**config.mk**
```make
export PLATFORM = sky130hd
export DESIGN_NAME = can_irq_unit
export DESIGN_NICKNAME = d
export VERILOG_FILES = /design/src/rtl/can_irq_pkg.sv /design/src/rtl/can_irq_detect.sv /design/src/rtl/can_irq_rxfsm.sv /design/src/rtl/can_irq_flags.sv /design/src/rtl/can_irq_unit.sv
export SDC_FILE = /design/constraint.sdc
export NUM_CORES = 1
export LEC_CHECK = 0
export ABC_CLOCK_PERIOD_IN_PS = 2500
export BUFFER_PORTS_ARGS = -buffer_cell sky130_fd_sc_hd__buf_2
export CAP_MARGIN = 25
export CORE_MARGIN = 5
export CORE_UTILIZATION = 42
export CTS_CLUSTER_SIZE = 14
export DETAILED_ROUTE_END_ITERATION = 10
export PLACE_DENSITY_LB_ADDON = 0.05
export REMOVE_ABC_BUFFERS = 1
export SYNTH_ARGS = -nofsm -noshare
export SYNTH_HDL_FRONTEND = slang
export SYNTH_SLANG_ARGS = --single-unit
export TNS_END_PERCENT = 30
```
**constraint.sdc**
```tcl
create_clock -name clk -period 2.5 [get_ports clk]
set_input_delay 0.5 -clock clk [delete_from_list [all_inputs] [get_ports clk]]
set_output_delay 0.5 -clock clk [all_outputs]
set_load 0.01 [all_outputs]
```
**src/rtl/can_irq_pkg.sv**
```systemverilog
package can_irq_pkg;

    localparam int FLAG_N = 6;

    localparam int F_RX   = 0;
    localparam int F_TX   = 1;
    localparam int F_EWRN = 2;
    localparam int F_OVR  = 3;
    localparam int F_WAKE = 4;
    localparam int F_EPAS = 5;

    localparam logic [FLAG_N-1:0] W1C_MASK = 6'b101111;
    localparam logic [FLAG_N-1:0] RC_MASK  = 6'b010000;

    localparam int STAT_OFS = 'h0C;
    localparam int EN_OFS   = 'h10;

    typedef enum logic [1:0] {
        RX_IDLE   = 2'd0,
        RX_NOTIFY = 2'd1,
        RX_ACKED  = 2'd2
    } rx_state_t;

endpackage

```
**src/rtl/can_irq_detect.sv**
```systemverilog
module can_irq_detect
    import can_irq_pkg::*;
#(
    parameter int ERR_CNT_W = 8,
    parameter int ERR_LIMIT = 127
) (
    input  logic                 clk,
    input  logic                 rst_n,
    input  logic                 bus_off,
    input  logic                 err_warn_lvl,
    input  logic                 tx_buf_free,
    input  logic                 data_overrun,
    input  logic [ERR_CNT_W-1:0] tx_err_cnt,
    input  logic [ERR_CNT_W-1:0] rx_err_cnt,
    input  logic                 sleep_mode,
    input  logic                 bus_activity,
    output logic [FLAG_N-1:0]    set_evt
);
    localparam logic [ERR_CNT_W-1:0] LIMIT = ERR_CNT_W'(ERR_LIMIT);

    logic epas_cond;
    logic bus_off_q, ewrn_q, tx_q, ovr_q, epas_q;

    assign epas_cond = (tx_err_cnt > LIMIT) || (rx_err_cnt > LIMIT);

    // one register per sampled line
    always_ff @(posedge clk or negedge rst_n) begin
        if (!rst_n) begin
            bus_off_q <= 1'b0;
            ewrn_q    <= 1'b0;
            tx_q      <= 1'b0;
            ovr_q     <= 1'b0;
            epas_q    <= 1'b0;
        end else begin
            bus_off_q <= bus_off;
            ewrn_q    <= err_warn_lvl;
            tx_q      <= tx_buf_free;
            ovr_q     <= data_overrun;
            epas_q    <= epas_cond;
        end
    end

    always_comb begin
        set_evt         = '0;
        set_evt[F_TX]   = tx_buf_free && !tx_q;
        set_evt[F_EWRN] = (bus_off ^ bus_off_q) || (err_warn_lvl ^ ewrn_q);
        set_evt[F_OVR]  = data_overrun && !ovr_q;
        set_evt[F_WAKE] = sleep_mode && bus_activity;
        set_evt[F_EPAS] = epas_cond ^ epas_q;
    end

endmodule

```
**src/rtl/can_irq_rxfsm.sv**
```systemverilog
module can_irq_rxfsm
    import can_irq_pkg::*;
#(
    parameter int MSG_CNT_W = 4
) (
    input  logic                 clk,
    input  logic                 rst_n,
    input  logic [MSG_CNT_W-1:0] rx_msg_count,
    input  logic                 rx_release,
    input  logic                 w1c,
    output logic                 rx_flag
);
    localparam logic [MSG_CNT_W-1:0] ONE = MSG_CNT_W'(1);

    rx_state_t state_q, state_d;
    logic      empty, more_left;

    assign empty     = (rx_msg_count == '0);
    assign more_left = (rx_msg_count > ONE);

    always_ff @(posedge clk or negedge rst_n) begin
        if (!rst_n) state_q <= RX_IDLE;
        else        state_q <= state_d;
    end

    always_comb begin
        state_d = state_q;
        unique case (state_q)
            RX_IDLE: begin
                if (!empty) state_d = RX_NOTIFY;
            end
            RX_NOTIFY: begin
                if (rx_release) state_d = more_left ? RX_NOTIFY : RX_IDLE;
                else if (w1c)   state_d = empty ? RX_IDLE : RX_ACKED;
            end
            RX_ACKED: begin
                if (rx_release) state_d = more_left ? RX_NOTIFY : RX_IDLE;
                else if (empty) state_d = RX_IDLE;
            end
            default: state_d = RX_IDLE;
        endcase
    end

    always_comb begin
        rx_flag = (state_q == RX_NOTIFY);
    end

endmodule

```
**src/rtl/can_irq_flags.sv**
```systemverilog
module can_irq_flags
    import can_irq_pkg::*;
(
    input  logic              clk,
    input  logic              rst_n,
    input  logic [FLAG_N-1:0] set_evt,
    input  logic [FLAG_N-1:0] clr_vec,
    input  logic              rx_flag,
    output logic [FLAG_N-1:0] status
);
    assign status[F_RX] = rx_flag;

    for (genvar i = 1; i < FLAG_N; i++) begin : g_flag
        logic flag_q;
        always_ff @(posedge clk or negedge rst_n) begin
            if (!rst_n)          flag_q <= 1'b0;
            else if (set_evt[i]) flag_q <= 1'b1;   // set beats clear
            else if (clr_vec[i]) flag_q <= 1'b0;
        end
        assign status[i] = flag_q;
    end

endmodule

```
**src/rtl/can_irq_unit.sv**
```systemverilog
module can_irq_unit
    import can_irq_pkg::*;
#(
    parameter int ADDR_W    = 8,
    parameter int DATA_W    = 32,
    parameter int MSG_CNT_W = 4,
    parameter int ERR_CNT_W = 8,
    parameter int ERR_LIMIT = 127
) (
    input  logic                 clk,
    input  logic                 rst_n,
    input  logic                 bus_off,
    input  logic                 err_warn_lvl,
    input  logic                 tx_buf_free,
    input  logic                 data_overrun,
    input  logic [MSG_CNT_W-1:0] rx_msg_count,
    input  logic                 rx_release,
    input  logic [ERR_CNT_W-1:0] tx_err_cnt,
    input  logic [ERR_CNT_W-1:0] rx_err_cnt,
    input  logic                 sleep_mode,
    input  logic                 bus_activity,
    input  logic                 reg_wr,
    input  logic                 reg_rd,
    input  logic [ADDR_W-1:0]    reg_addr,
    input  logic [DATA_W-1:0]    reg_wdata,
    output logic [DATA_W-1:0]    reg_rdata,
    output logic                 irq
);
    localparam logic [ADDR_W-1:0] A_STAT = ADDR_W'(STAT_OFS);
    localparam logic [ADDR_W-1:0] A_EN   = ADDR_W'(EN_OFS);

    logic [FLAG_N-1:0] set_evt, clr_vec, status, enable;
    logic              hit_stat, hit_en, rx_flag, irq_q;
    logic [DATA_W-1:0] rdata_q;

    assign hit_stat = (reg_addr == A_STAT);
    assign hit_en   = (reg_addr == A_EN);

    assign clr_vec = ({FLAG_N{reg_wr && hit_stat}} & reg_wdata[FLAG_N-1:0] & W1C_MASK)
                   | ({FLAG_N{reg_rd && hit_stat}} & RC_MASK);

    can_irq_detect #(.ERR_CNT_W(ERR_CNT_W), .ERR_LIMIT(ERR_LIMIT)) u_detect (
        .clk(clk), .rst_n(rst_n), .bus_off(bus_off), .err_warn_lvl(err_warn_lvl),
        .tx_buf_free(tx_buf_free), .data_overrun(data_overrun),
        .tx_err_cnt(tx_err_cnt), .rx_err_cnt(rx_err_cnt),
        .sleep_mode(sleep_mode), .bus_activity(bus_activity), .set_evt(set_evt)
    );

    can_irq_rxfsm #(.MSG_CNT_W(MSG_CNT_W)) u_rxfsm (
        .clk(clk), .rst_n(rst_n), .rx_msg_count(rx_msg_count),
        .rx_release(rx_release), .w1c(clr_vec[F_RX]), .rx_flag(rx_flag)
    );

    can_irq_flags u_flags (
        .clk(clk), .rst_n(rst_n), .set_evt(set_evt), .clr_vec(clr_vec),
        .rx_flag(rx_flag), .status(status)
    );

    always_ff @(posedge clk or negedge rst_n) begin
        if (!rst_n)                enable <= '0;
        else if (reg_wr && hit_en) enable <= reg_wdata[FLAG_N-1:0];
    end

    always_ff @(posedge clk or negedge rst_n) begin
        if (!rst_n) begin
            rdata_q <= '0;
        end else if (reg_rd) begin
            rdata_q <= '0;
            if (hit_stat)    rdata_q[FLAG_N-1:0] <= status;
            else if (hit_en) rdata_q[FLAG_N-1:0] <= enable;
        end
    end

    always_ff @(posedge clk or negedge rst_n) begin
        if (!rst_n) irq_q <= 1'b0;
        else        irq_q <= |(status & enable);
    end

    assign reg_rdata = rdata_q;
    assign irq       = irq_q;

endmodule

```
==> run metrics, run 1 <==
final antenna-violating net count 0; vias in the first global route 907; fin cells 200; WHS 0.156 ns; placed cell count about 200; vias per cell between 4 and 5; LEAKAGE 0.742 nW; clock tree buffer depth 2; Min-Delay Path Class primary input to asynchronous set/reset pin; final hold viol count 0; Slew headroom 61.6%; Pwr Density slightly below 500 nW/um^2; initial antenna violation count 0; H-tree levels 1; WL/cell ~13 um; Syn. warnings 0; register area share after synthesis about 47%; GP Congestion 0.687; Final Instance Area around 1500 um^2; Max Cap Viol 0; Core ar. 3050 um^2; maximum VDD drop 0.000293 V; Least-Margin Pin Slew 0.573 ns; synthesis-to-finish area growth 12.0%; final net count 228; Root Buffer clkbuf_4; Worst R2R Setup Slack 1.36 ns; die height 66.5 um; worst skew pair latency 0.31 ns; mapped cell area roughly 1300 um^2; Cell Rows 20; critical path startpoint category primary input; pre-CTS worst setup slack 0.593 ns; CTS Buf Count 3; number of distinct library cells after synthesis 30; Crit Path Category primary input to register; Critical Path RT 2.70 ns; status completed; Crit Path Max Fanout 7; Initial Utilization 44.0%; Ports 104; Max Slew Vio Count 0; largest net degree at the start of global routing 26; global route overflow 0; fill count 314; Post-CTS Hold Fix Bufs 0; Setup TNS 0 ns; final period utilization 61.4%; CP endpoint kind register; share of post-route cells with drive strength above 1 between 30 and 40%; first-pass GRT wire length 4.09 mm; unrepaired setup endpoints after global routing no; register bit total from synthesis 25; Reg area 626 um^2; Post-Synthesis Cells 117; CTS-repair resized insts 0; HPWL after detailed placement 2.06 mm; fin worst setup slack 0.965 ns; most frequent cells in the layout buf_2 (37), conb_1 (26), dfrtp_1 (25), inv_1 (9), nand4_1 (7); drt pass-1 iters 4; routed wire length 2.54 mm; f_max 0.651 GHz; commonest non-fill, non-tap cell in the layout buf_2; post-route DRC violation count 0; fin crit period 1.53 ns; gr usage total 12.1%; multi-input logic area 577 um^2; post-placement cell area 1480 um^2; final setup violation count 0; Initial DRC Count 22; mean post-synth cell area approximately 11 um^2; total number of vias 906; CP arrival 1.74 ns; Total Die Area 4430 um^2; Post-CTS Setup Inserts 0; IO Port Bufs 37; clk_skew 0.00900 ns; Reg clk slew, reported paths 0.13 ns; CTS tree yes; Antenna diodes 0; Clock Sinks 25; DIE WIDTH about 67 um
cells by family after synthesis:
kind of cell | Yosys count | share of synthesized area, %
buffers and inverters | 36 | 17.4
DFF | 25 | 46.6
and+or+nand+nor | 24 | 14.3
AOI/OAI and AO/OA | 21 | 12.1
muxes | 6 | 6.71
xor gates and xnor gates | 4 | 2.61
other | 1 | 0.279
critical path, cell delays in order:
cell	delay, ns
buf_2	0.12
nor4b_4	0.56
nand3_4	0.22
mux2_4	0.34
worst paths after layout:
check,startpoint,end,cells past startpoint
min in group clk,data_overrun,u_detect.ovr_q,1
setup reg to reg,u_rxfsm.state_q[1],u_rxfsm.state_q[1],3
hold reg to reg,reg_rdata[0],reg_rdata[0],2
max in group asynchronous,rst_n,u_detect.tx_q,1
hold / removal,rst_n,enable[0],1
setup / recovery,reg_addr[5],enable[1],4
power breakdown:
group / total [W] / switching (W) / internal [W]
Sequential: 0.000435 / 0.0000123 / 0.000422
Combinational: 0.000127 / 0.0000718 / 0.0000556
Clock: 0.000172 / 0.000112 / 0.0000597
cells in the mapped netlist:
cell type / count / area share (%)
xor2_1: 3 / 2.0
and3b_1: 2 / 1.3
nor4_1: 1 / 0.47
a22o_1: 3 / 2.0
a211oi_1: 1 / 0.56
nor3_1: 3 / 1.1
a22oi_1: 6 / 3.4
nor2_1: 1 / 0.28
nand3_1: 1 / 0.37
conb_1: 1 / 0.28
a311o_1: 1 / 0.75
nor2b_1: 2 / 0.93
nor2_4: 1 / 0.84
or2_2: 1 / 0.47
nand4_1: 7 / 3.3
nor4b_4: 1 / 1.8
a21o_1: 1 / 0.56
mux2_4: 6 / 6.7
o22ai_1: 6 / 2.8
a222oi_1: 2 / 1.5
buf_2: 1 / 0.37
nand2_1: 1 / 0.28
buf_4: 26 / 15
dfrtp_1: 25 / 47
xnor2_1: 1 / 0.65
nand2b_1: 1 / 0.47
inv_1: 9 / 2.5
nand3_4: 1 / 1.3
a211o_1: 1 / 0.65
nor3b_4: 1 / 1.4
state kept, by name (all words and copies together), names as in the netlist:
register	flops
enable	6
reg_rdata	6
u_flags.g_flag.flag_q	5
u_rxfsm.state_q	2
irq	1
u_detect.bus_off_q	1
u_detect.epas_q	1
u_detect.ewrn_q	1
u_detect.ovr_q	1
u_detect.tx_q	1
metal layers:
layer	routed length (um)	global-route usage, %	share of wire, %	up-vias
met1	1120	16.3	44	415
met4	7	0.761	0.28	0
met2	1190	19.7	47	40
met3	218	4.22	8.6	2
met5	0	0	0	-
li1	-	-	-	449
per-stage QoR:
stage	total power, W	utilization, %
finish	0.000734	49.3
global route	0.000781	49.3
CTS	0.000747	49.3
detailed placement	0.000571	48.4
global placement	0.000568	48.4
floorplan	0.000515	-
layout make-up:
cell class,count,share of cell area (%)
clock inverters,1,0.333
clock buffers,3,1.50
repair buffers,37,12.3
flip-flops and latches,25,41.6
multi-input cells,81,38.4
well taps,44,3.66
inverters,9,2.25
(Power assumes the default switching activity.)
==> run 2: changes to the inputs <==
ABC_AREA = 1   (was not set)
ABC_CLOCK_PERIOD_IN_PS = 1400   (was 2500)
CORE_UTILIZATION = 36   (was 42)
clock period = 1.4 ns   (was 2.5 ns; I/O delays follow)
==> run 2 against run 1 <==
  * The run now ends with negative hold slack left
  * Via count is 20% higher
  * Clock skew is 0.0063 ns lower
  * Routed wire length is 14% higher
  * Worst hold slack worse by 0.16 ns
==> run metrics, run 2 <==
Worst R2R Setup Slack 0.34 ns (-1.02 ns); final antenna-violating net count 0 (unchanged); Antenna diodes 0 (unchanged); global route overflow 0 (unchanged); Syn. warnings 0 (unchanged); status finished with violations; Final Instance Area 1580 um^2 (+5.2%); reg2reg path depth 7 (+4); placed cell count 248 (+27%); Reg2Reg Capture Point u_rxfsm.state_q[1]; share of post-route cells with drive strength above 1 26.5% (-6.9 points); synthesis-to-finish area growth 14.8%; Min-Delay Path Class primary input to asynchronous set/reset pin; final hold viol count 1 (+1); routed wire length 2.90 mm (+14%); number of distinct library cells after synthesis 24 (-20%); CP endpoint kind output port; unrepaired setup endpoints after global routing no; Post-CTS Setup Inserts 0 (unchanged); count leader, synth nand2_1; CTS tree yes; violated checks negative hold slack; Crit Path Max Fanout 2 (-5); Post-Synthesis Cells 162 (+38%); Max Slew Vio Count 0 (unchanged); register area share after synthesis 45.4% (-1.2 points); final setup violation count 0 (unchanged); WL/cell 11.5 um (-9.6%); Root Buffer clkbuf_8; Setup TNS 0 ns (unchanged); HPWL after detailed placement 2.29 mm (+11%); Reg clk slew, reported paths 0.09 ns (-0.04 ns); Post-CTS Hold Fix Bufs 0 (unchanged); Initial Utilization 37.4% (-6.6 points); worst r2r src u_rxfsm.state_q[1]; fill count 390 (+24%); post-placement cell area 1540 um^2 (+4.2%); IO Port Bufs 37 (unchanged); crit-path max cell delay 0.40 ns (-0.16 ns); drt pass-1 iters 4 (unchanged); GP Congestion 0.804 (+17%); ranking of synthesized cells by area dfrtp_1 (45%), buf_4 (14%), nand2_1 (7.6%), nand3_1 (6.2%), inv_1 (4.9%); CTS Buf Count 3 (unchanged); Post-synth EDFFs 0 (unchanged); Clock Sinks 25 (unchanged); most frequent cells after synthesis nand2_1 (28), buf_4 (26), dfrtp_1 (25); Top FF cell, synth dfrtp_1; Slowest-stage cell, CP dfrtp_1; Total Die Area 5170 um^2 (+17%); WHS -0.000618 ns (-0.156 ns); f_max around 0.92 GHz; fin cells 252 (+26%); final net count 276 (+21%); Critical Path RT 1.12 ns (-1.58 ns); die height 71.9 um (+8.0%); maximum VDD drop 0.000523 V (+78%); WP buf/inv 1 (unchanged); first-pass GRT wire length 4.76 mm (+16%); Initial DRC Count 35 (+59%); Slew headroom 61.7% (+0.075 points); leading area contributor after synthesis dfrtp_1; CTS-repair resized insts 0 (unchanged); Pwr Density 952 nW/um^2 (+95%); fin crit period 1.09 ns; most frequent cells in the layout buf_2 (37), nand2_1 (28), conb_1 (26), dfrtp_1 (25), inv_1 (18); Crit Path Category register to output port; initial antenna violation count 0 (unchanged); Least-Margin Pin Slew 0.574 ns (+0.00130 ns); vias per cell 4.30 (-5.0%); clk_skew 0.00270 ns (-0.00629 ns); DIE WIDTH 71.9 um (+8.0%); Cell Rows 22 (+10%); H-tree levels 1 (unchanged); Max Cap Viol 0 (unchanged); vias in the first global route 1050 (+16%); Core ar. 3690 um^2 (+21%); critical path startpoint category register; CP arrival 0.81 ns (-0.93 ns); post-layout util 42.9% (-6.4 points); largest net degree at the start of global routing 26 (unchanged); total number of vias 1084 (+20%); CP delay by family, top flip-flops; gr usage total 11.6% (-0.57 points); LEAKAGE 0.857 nW (+15%); top cell type's share of synthesized area 45.4% (-1.2 points); async set-reset flop share out of synthesis 100% (unchanged); clock tree buffer depth 2 (unchanged); commonest non-fill, non-tap cell in the layout buf_2; post-route DRC violation count 0 (unchanged); Ports 104 (unchanged); worst skew pair latency 0.26 ns (-0.05 ns); final period utilization approximately 80%; crit path cell chain buf_2; mean post-synth cell area 8.51 um^2 (-26%); mapped cell area 1380 um^2 (+2.7%); register bit total from synthesis 25 (unchanged)
[run 2: area by class of cell]
type / instances / area, um^2 / area share, %
clock buffer: 4 / 45.0 / 2.85
inverter: 18 / 67.6 / 4.27
multi-input combinational: 116 / 569 / 36.0
sequential: 25 / 626 / 39.5
tap: 48 / 60.1 / 3.79
timing repair buffer: 41 / 215 / 13.6
[run 2: worst max path at each step]
stage / slack (ns) / cells past startpoint / startpoint / endpoint
after floorplan: 0.15 / 5 / reg_addr[3] / enable[0]
after global placement: 0.03 / 7 / reg_addr[1] / u_flags.g_flag[2].flag_q
after detailed placement: 0.006 / 7 / reg_addr[1] / u_flags.g_flag[2].flag_q
after CTS: 0.30 / 1 / reg_rdata[0] / reg_rdata[0]
after global routing: 0.21 / 7 / u_rxfsm.state_q[1] / u_rxfsm.state_q[1]
final: 0.31 / 1 / reg_rdata[0] / reg_rdata[0]
[run 2: per-layer routing]
layer  part of all wire [%]  vias up  global-route usage (%)  routed length (um)
met4                    1.2        0                    3.76                  36
li1                       -      547                       -                   -
met5                      0        -                       0                   0
met3                     12        4                    3.79                 353
met2                     43       51                    18.6                1230
met1                     44      482                    14.6                1270
[run 2: cells by family after synthesis]
logic type | count (synthesis) | synth area share (%)
AND/OR/NAND/NOR | 64 | 21.4
other | 1 | 0.272
XOR/XNOR | 3 | 1.91
buffers and inverters | 46 | 20.1
AO/OA/AOI/OAI | 23 | 10.9
flip-flops | 25 | 45.4
[run 2: metrics by stage]
| stage | setup slack (ns) | power (W) |
|---|---|---|
| 2_1_floorplan | 0.151 | 0.000990 |
| 3_5_place_dp | 0.00606 | 0.00109 |
| 4_1_cts | 0.297 | 0.00152 |
| 3_3_place_gp | 0.0345 | 0.00109 |
| 5_1_grt | 0.211 | 0.00162 |
| 6_report | 0.312 | 0.00151 |
[run 2: report_power, final]
part | leakage (nW) | switching (W) | internal [W]
Sequential | 0.291 | 0.0000406 | 0.000767
Clock | 0.0228 | 0.000223 | 0.000203
Combinational | 0.544 | 0.000175 | 0.0000975
Total | 0.857 | 0.000438 | 0.00107
==> run 3: changes to the inputs <==
ABC_CLOCK_PERIOD_IN_PS = 1000   (was 1400)
clock period = 1 ns   (was 1.4 ns; I/O delays follow)
==> run 3 against run 2 <==
  * Critical endpoint is now reg_rdata[2]
  * Final area up 4.7%
  * The flow finishes with violations (negative setup slack)
  * Highest routed layer unchanged
  * Critical path depth unchanged
  * Non-clock buffer count up 8
  * Sequential power up 40%
  * Sequential share of layout area down 1.8 points
  * Sequential cell count unchanged
  * Core utilization up 2.0 points
==> run metrics, run 3 (synthesis results as in run 2) <==
WP buf/inv 1 (unchanged); final period utilization 101%; fin worst setup slack -0.0126 ns (-0.324 ns); clock tree buffer depth 2 (unchanged); clock power share 26.9% (-1.4 points); NetSw 0.000628 W (+43%); CTS tree yes; Slowest-stage cell, CP dfrtp_1; largest net degree at the start of global routing 26 (unchanged); H-tree levels 1 (unchanged); clk_skew 0.00494 ns (+0.00224 ns); multi-input logic area 569 um^2 (unchanged); global route overflow 0 (unchanged); commonest non-fill, non-tap cell in the layout buf_2; fin cells 260 (+3.2%); GP Congestion 0.838 (+4.2%); LEAKAGE 0.899 nW (+4.9%); Crit Path Max Fanout 2 (unchanged); Crit Path Category register to output port; unrepaired setup endpoints after global routing yes; WL/cell 11.1 um (-3.7%); IO Port Bufs 37 (unchanged); vias in the first global route 1055 (+0.48%); Max Slew Vio Count 0 (unchanged); CP arrival 0.81 ns (about the same); final net count 284 (+2.9%); routed wire length 2.88 mm (-0.69%); fin crit period 1.01 ns; critical path startpoint category register; DIE WIDTH 71.9 um (unchanged); Initial Utilization 37.4% (unchanged); Int Pwr 0.00157 W (+47%); most frequent cells in the layout buf_2 (37), nand2_1 (28), conb_1 (26), dfrtp_1 (25); placed cell count 255 (+2.8%); Max Cap Viol 0 (unchanged); Antenna diodes 0 (unchanged); Pwr Density 1320 nW/um^2 (+39%); Seq pwr share 51.5% (-2.1 points); die height 71.9 um (unchanged); HPWL after detailed placement 2.33 mm (+1.8%); Core ar. 3690 um^2 (unchanged); Clock Sinks 25 (unchanged); CTS Buf Count 3 (unchanged); post-route DRC violation count 0 (unchanged); CP endpoint kind output port; initial antenna violation count 0 (unchanged); crit path cell chain buf_2; Reg clk slew, reported paths 0.09 ns (about the same); share of post-route cells with drive strength above 1 29.2% (+2.8 points); violated checks negative setup slack; CP delay by family, top flip-flops; total number of vias 1098 (+1.3%); Total Die Area 5170 um^2 (unchanged); Root Buffer clkbuf_8; Ports 104 (unchanged); Comb power frac 21.7% (+3.6 points); Setup TNS -0.0337 ns (-0.0337 ns); worst skew pair latency 0.26 ns (about the same); drt pass-1 iters 4 (unchanged); switching part of the total 28.6% (-0.48 points); Initial DRC Count 12 (-66%); f_max 0.988 GHz; Reg area 626 um^2 (unchanged); fill count 383 (-1.8%); final setup violation count 3 (+3); Cell Rows 22 (unchanged); crit-path max cell delay 0.41 ns (about the same); Total Power 0.00219 W (+46%); gr usage total 11.2% (-0.39 points); vias per cell 4.22 (-1.8%); status finished with violations; synthesis-to-finish area growth 20.2%; Min-Delay Path Class primary input to register; final hold viol count 0 (-1); final antenna-violating net count 0 (unchanged); Critical Path RT 0.80 ns (-0.32 ns); maximum VDD drop 0.000683 V (+31%); first-pass GRT wire length 4.63 mm (-2.8%)
run 3: cell types whose count changed in the layout (fill, tap and decap cells not counted), sizes merged:
cell / previous run / this run
buf: 41 / 48
dlygate4sd3: 0 / 1
run 3: layout make-up:
cell class,count,share of cell area [%]
Clock buffer,4,2.72
Inverter,18,4.08
Multi-Input combinational cell,116,34.3
Tap cell,48,3.62
Timing Repair Buffer,49,17.5
Sequential cell,25,37.7
run 3: worst paths after layout:
path | cells after the start | from | slack [ns] | end
min | 1 | tx_buf_free | 0.05 | u_detect.tx_q
max reg2reg | 6 | u_rxfsm.state_q[0] | -0.01 | u_rxfsm.state_q[1]
min in group asynchronous | 3 | rst_n | 0.40 | enable[5]
max in group asynchronous | 3 | rst_n | 0.45 | irq
max | 1 | reg_rdata[2] | -0.01 | reg_rdata[2]
min reg2reg | 1 | u_detect.ovr_q | 0.42 | u_flags.g_flag[3].flag_q
run 3: per-layer routing:
metal	wire [um]	global-route usage, %	share of wire [%]	vias to the layer above
met3	325	3.37	11	2
met4	10	3.76	0.35	0
li1	-	-	-	567
met2	1230	18.4	43	51
met5	0	0	0	-
met1	1310	13.9	45	478
run 3: power by group through the flow:
| stage | Clock [W] | Sequential, W | Combinational (W) |
|---|---|---|---|
| floorplan | 0 | 0.00114 | 0.000245 |
| global placement | 0 | 0.00114 | 0.000462 |
| detailed placement | 0 | 0.00114 | 0.000469 |
| CTS | 0.000616 | 0.00112 | 0.000475 |
| global route | 0.000659 | 0.00114 | 0.000540 |
| finish | 0.000589 | 0.00113 | 0.000475 |
run 3: stage by stage:
| step | worst slack (ns) | utilization, % | hold WS [ns] | area (um^2) |
|---|---|---|---|---|
| after global routing | -0.0861 | 44.9 | 0.0469 | 1660 |
| after CTS | -0.0296 | 44.9 | 0.0453 | 1660 |
| after global placement | -0.256 | 43.5 | 0.153 | 1600 |
| after floorplan | -0.169 | - | -0.0956 | 1260 |
| after detailed placement | -0.251 | 43.5 | 0.154 | 1600 |
| final | -0.0126 | 44.9 | 0.0523 | 1660 |
run 3: timing repair:
| item | CTS | global route |
|---|---|---|
| setup endpoints to repair | 6 | 12 |
| resized for setup | 1 | 1 |
| hold endpoints to repair | 25 | 0 |
| buffers inserted | 0 | 0 |
| hold buffers | 1 | 0 |
| pin swaps | 0 | 2 |
